## config.mk

```make
export PLATFORM = sky130hd
export DESIGN_NAME = tx_chk_datapath
export DESIGN_NICKNAME = d
export VERILOG_FILES = /design/src/rtl/tx_chk_pkg.sv /design/src/rtl/tx_chk_gap.sv /design/src/rtl/tx_chk_datapath.sv
export SDC_FILE = /design/constraint.sdc
export NUM_CORES = 1
export LEC_CHECK = 0
export BUFFER_PORTS_ARGS = -buffer_cell sky130_fd_sc_hd__clkbuf_2
export CORE_MARGIN = 2
export CORE_UTILIZATION = 45
export DETAILED_ROUTE_END_ITERATION = 16
export PLACE_DENSITY = 0.71
export RECOVER_POWER = 25
export SYNTH_ARGS = -nofsm -noshare
export SYNTH_HDL_FRONTEND = slang
export SYNTH_SLANG_ARGS = --single-unit
```

## constraint.sdc

```tcl
create_clock -name clk -period 11.41 [get_ports clk]
set_clock_uncertainty 0.05 [all_clocks]
set_input_delay 2.282 -clock clk [delete_from_list [all_inputs] [get_ports clk]]
set_output_delay 2.282 -clock clk [all_outputs]
set_load 0.05 [all_outputs]
```

## src/rtl/tx_chk_pkg.sv

```systemverilog
package tx_chk_pkg;

  typedef enum logic [1:0] {
    MK_NONE = 2'b00,
    MK_HALF = 2'b01,
    MK_FULL = 2'b10,
    MK_BAD  = 2'b11
  } mark_e;

  typedef struct packed {
    logic take;      // beat is valid
    logic sopStart;  // legal packet start
    logic sopHalf;   // packet start at the middle word
    logic sobStart;  // legal burst start
    logic sobHalf;   // burst start at the middle word
    logic closeBurst;
  } strobes_t;

  typedef struct packed {
    logic sopClose;
    logic sobClose;
    logic burstLong;
  } hits_t;

endpackage

```

## src/rtl/tx_chk_gap.sv

```systemverilog
module tx_chk_gap #(
  parameter int GAP_BYTES = 64,
  parameter int SUM_W     = 8
) (
  input  logic             clk,
  input  logic             rst,
  input  logic             take,
  input  logic             isStart,
  input  logic [SUM_W-1:0] leadBytes,
  input  logic [SUM_W-1:0] tailBytes,
  input  logic [SUM_W-1:0] beatBytes,
  output logic             tooClose
);

  localparam logic [SUM_W-1:0] GAP = SUM_W'(GAP_BYTES);

  logic             seen;
  logic [SUM_W-1:0] sinceStart;
  logic [SUM_W-1:0] distance;
  logic [SUM_W-1:0] grown;

  always_comb begin
    distance = sinceStart + leadBytes;
    grown    = sinceStart + beatBytes;
    tooClose = take && isStart && seen && (distance < GAP);
  end

  always_ff @(posedge clk) begin
    if (rst) begin
      seen       <= 1'b0;
      sinceStart <= '0;
    end else if (take) begin
      if (isStart) begin
        seen       <= 1'b1;
        sinceStart <= (tailBytes > GAP) ? GAP : tailBytes;
      end else begin
        sinceStart <= (grown > GAP) ? GAP : grown;
      end
    end
  end

endmodule

```

## src/rtl/tx_chk_datapath.sv

```systemverilog
module tx_chk_datapath
  import tx_chk_pkg::*;
#(
  parameter int WORDS      = 8,
  parameter int WORD_BYTES = 8,
  parameter int GAP_BYTES  = 64,
  parameter int BURST_W    = 16,
  parameter int WC_W       = $clog2(WORDS + 1)
) (
  input  logic               clk,
  input  logic               rst,
  input  strobes_t           strb,
  input  logic [WC_W-1:0]    words,
  input  logic               interleaved,
  input  logic [BURST_W-1:0] maxBurst,
  output hits_t              hits
);

  localparam int BEAT_BYTES = WORDS * WORD_BYTES;
  localparam int HALF_BYTES = (WORDS / 2) * WORD_BYTES;
  localparam int SUM_W      = $clog2(GAP_BYTES + BEAT_BYTES + 1);
  localparam int NTRACK     = 2;

  logic [SUM_W-1:0] beatBytes;
  logic [SUM_W-1:0] leadBytes [NTRACK];
  logic [SUM_W-1:0] tailBytes [NTRACK];
  logic             isStart   [NTRACK];
  logic             isHalf    [NTRACK];
  logic             closeHit  [NTRACK];

  always_comb begin
    beatBytes  = SUM_W'(words) * SUM_W'(WORD_BYTES);
    isStart[0] = strb.sopStart;
    isHalf[0]  = strb.sopHalf;
    isStart[1] = strb.sobStart;
    isHalf[1]  = strb.sobHalf;
  end

  for (genvar g = 0; g < NTRACK; g++) begin : gTrack
    always_comb begin
      leadBytes[g] = isHalf[g] ? SUM_W'(HALF_BYTES) : '0;
      tailBytes[g] = (beatBytes > leadBytes[g]) ? beatBytes - leadBytes[g] : '0;
    end

    tx_chk_gap #(
      .GAP_BYTES(GAP_BYTES),
      .SUM_W    (SUM_W)
    ) uGap (
      .clk      (clk),
      .rst      (rst),
      .take     (strb.take),
      .isStart  (isStart[g]),
      .leadBytes(leadBytes[g]),
      .tailBytes(tailBytes[g]),
      .beatBytes(beatBytes),
      .tooClose (closeHit[g])
    );
  end

  // Burst length meter
  logic               burstOpen;
  logic               overSeen;
  logic [BURST_W-1:0] burstCnt;
  logic [BURST_W:0]   baseLen;
  logic [BURST_W:0]   addLen;
  logic [BURST_W:0]   newTotal;
  logic               counting;
  logic               overNow;

  always_comb begin
    counting = strb.take && (strb.sobStart || burstOpen);
    baseLen  = strb.sobStart ? '0 : {1'b0, burstCnt};
    addLen   = strb.sobStart ? (BURST_W + 1)'(tailBytes[1]) : (BURST_W + 1)'(beatBytes);
    newTotal = baseLen + addLen;
    overNow  = counting && interleaved && (newTotal > {1'b0, maxBurst})
               && (strb.sobStart || !overSeen);
    hits.sopClose  = closeHit[0];
    hits.sobClose  = closeHit[1];
    hits.burstLong = overNow;
  end

  always_ff @(posedge clk) begin
    if (rst) begin
      burstOpen <= 1'b0;
      overSeen  <= 1'b0;
      burstCnt  <= '0;
    end else if (counting) begin
      burstCnt  <= newTotal[BURST_W] ? '1 : newTotal[BURST_W-1:0];
      burstOpen <= !strb.closeBurst;
      overSeen  <= (strb.sobStart ? 1'b0 : overSeen) | overNow;
    end
  end

endmodule

```

==> summary.md <==
| Metric | Value |
|---|---|
| P_int | `0.180 mW` |
| Clock share of power | `0.309` |
| IO Port Bufs | `31` |
| Switch Pwr | `0.0817 mW` |
| Vias per inst | `between 5 and 6` |
| Mapped Avg Cell Area | `approximately 8.0 µm²` |
| Crit end category | `output port` |
| Starting density of the core | `0.472` |
| CTS tree | `done` |
| # DRC | `0` |
| Vias in the first global route | `2,228` |
| Worst Hold End | `burstCnt[1]` |
| DP Wirelength | `4.51 mm` |
| Area fraction of the dominant cell type after synthesis | `0.227` |
| Dpl ws | `about 2.8 ns` |
| RR Startpoint | `burstCnt[3]` |
| Largest net degree at the start of global routing | `30` |
| Worst-skew pair later-pin latency | `0.29 ns` |
| Global Route Usage Sum | `0.198` |
| Synth area leaders | `dfxtp_1 (23%), ha_1 (16%), inv_1 (4.8%), nor2_1 (4.7%), a21oi_1 (4.0%)` |
| I/O pin count | `32` |
| Hold Path Cell Cnt | `2` |
| Flop pwr share | `0.435` |
| Area of placed instances | `2820 µm²` |
| Lkg Pwr | `1.33 nW` |
| Area Overhead vs Synth | `9.31%` |
| Fraction of layout cells with a size suffix above 1 | `0.126` |
| Critical path type | `in -> out` |
| Clock sinks | `30` |
| Asr flop ratio synth | `0` |
| Worst-case clock buffer depth | `2` |
| Slew @ Worst Pin | `roughly 1.2 ns` |
| Grt ovf | `0` |
| Critical Path Fanout Max | `29` |
| Cells after synthesis | `330` |
| Number of max-cap violations | `0` |
| DR pass1 iterations | `4` |
| Vias | `2,335` |
| CTS Hold Bufs | `0` |
| Layout Nets | `422` |
| Post-Syn Area | `~2600 µm²` |
| Sw Ratio | `0.312` |
| Final Cycle Share | `0.759` |
| Row count | `27` |
| R2R depth | `14` |
| Distinct cells, synth | `60` |
| H-tree Lvls | `2` |
| Total wire length | `5.72 mm` |
| Post-route minimum period | `roughly 8.7 ns` |
| Warning count from the yosys run | `0` |
| Root buf cell | `clkbuf_8` |
| Fraction of the yosys area taken by sequential cells | `0.227` |
| Final setup violation count | `0` |
| Slowest stage cell, crit path | `a2111o_1` |
| Leading area contributor after synthesis | `dfxtp_1` |
| Worst path max stage delay | `0.50 ns` |
| R2r setup slk | `8.19 ns` |
| PostCTS Resize Cnt | `0` |
| Rel. slew slack | `0.212` |
| Cts bufs inserted | `5` |
| Crit path launch type | `primary input` |
| Final instance area | `between 2000 and 3000 µm²` |
| Post-synthesis register bit count | `30` |
| Core ar. | `5610 µm²` |
| Wire per inst | `13.4 µm` |
| Pwr Density | `90.5 nW/µm²` |
| VDD IR max | `~0.000084 V` |
| Crit path DAT | `6.32 ns` |
| Fin Hold WS | `0.397 ns` |
| PnR worst setup slack | `roughly 2.8 ns` |
| CTS clk-pin slew, worst paths | `approximately 0.060 ns` |
| Pwr Total | `0.262 mW` |
| First-pass GRT wire length | `10.2 mm` |
| Antenna Nets Post-Route | `0` |
| Critical Path RT | `9.08 ns` |
| Most frequent cells in the layout | `inv_1 (34), ha_1 (34), nor2_1 (33)` |
| RSZ-0062 raised after global routing | `false` |
| Reg2reg end | `overSeen` |
| 1st-iter DRT viols | `109` |
| Crit-path cells | `clkbuf_2, clkinv_1, a2111o_1, o21ai_0, ha_1, o21ai_1, o21a_2, nor3_1, xnor2_1, ha_1, a21o_1, a21o_1, a221o_1, o21ai_0, a221oi_2, clkbuf_2` |
| Hold crit path type | `reg -> reg` |
| Die height | `around 81 µm` |
| Gpl congestion | `0.878` |
| Outcome | `finished clean` |
| Combinational share of power | `0.256` |
| Hold Fails Final Rpt | `0` |
| Mapped Nets | `396` |
| Post-synth EDFFs | `0` |
| Fmax | `116 MHz` |
| Setup Buffers After CTS | `0` |
| Ant diodes | `0` |
| Top FF cell, synth | `dfxtp_1` |
| Die X | `between 80 and 90 µm` |
| Min-Delay Startpoint | `burstCnt[1]` |
| Final Max Tran Viols | `0` |
| Initial antenna violation count | `0` |
| Die area | `6510 µm²` |
| Total negative slack | `0 ns` |
==> flip-flops by register name (all words and copies together) (netlist names) <==
signal,flops
gTrack.uGap.seen,2
overSeen,1
burstOpen,1
gTrack.uGap.sinceStart,10
burstCnt,16
==> through the flow <==
stage / utilization / instances
final: 0.516 / 428
after global routing: 0.516 / 428
after CTS: 0.517 / 428
after detailed placement: 0.503 / 421
after global placement: 0.503 / 421
after floorplan: - / 330
==> power by group through the flow <==
stage                     Clock [mW]  Sequential, mW  Combinational [mW]
final                         0.0808           0.114              0.0672
after global routing          0.0862           0.115              0.0773
after CTS                     0.0819           0.114              0.0675
after detailed placement           0           0.116              0.0672
after global placement             0           0.116              0.0652
after floorplan                    0           0.115              0.0494
==> Yosys cell counts (6+ instances only) <==
cell,instances
nor2_1,33
inv_1,34
nand2_1,18
a21o_1,6
dfxtp_1,30
xor2_1,6
nor3_1,12
o21ai_0,15
nand2b_1,6
a21oi_1,21
a22oi_1,6
ha_1,34
xnor2_1,11
nor2b_1,14
==> critical path, delay by kind of cell <==
family	cells	cell delay (ns)
compound gates	9	1.94
xor+xnor	1	0.12
fa+ha+maj	2	0.54
buf+inv	3	1.09
simple gates	1	0.34
==> cells by family (layout without fill, tap and decap cells) <==
| family | count (synthesis) | count (layout) | share of synthesized area |
|---|---|---|---|
| AOI/OAI and AO/OA | 84 | 84 | 0.223 |
| xor gates and xnor gates | 17 | 17 | 0.0562 |
| adders and majority gates | 37 | 37 | 0.183 |
| buffers and inverters | 47 | 73 | 0.0770 |
| DFF | 30 | 30 | 0.227 |
| muxes | 2 | 2 | 0.00945 |
| and+or+nand+nor | 113 | 113 | 0.224 |
==> worst max path at each step <==
stage                 start  cells past startpoint      end
detailed placement  strb[2]                     16  hits[0]
CTS                 strb[2]                     16  hits[0]
global route        strb[2]                     16  hits[0]
finish              strb[2]                     16  hits[0]
floorplan           strb[2]                     16  hits[0]
global placement    strb[2]                     16  hits[0]
==> routing by layer <==
| metal | global-route usage | part of all wire |
|---|---|---|
| met1 | 0.270 | 0.50 |
| met2 | 0.316 | 0.44 |
| met3 | 0.0404 | 0.046 |
| met4 | 0.0593 | 0.012 |
| met5 | 0 | 0 |
==> final cells by class <==
type	instances	area (µm²)
fillers	561	2710
clock buffers	7	76.3
multi-input cells	253	1840
repair buffers	31	153
well taps	72	90.1
inverters	35	131
flip-flops and latches	30	601
No activity file was read; power rests on OpenSTA's default activity.
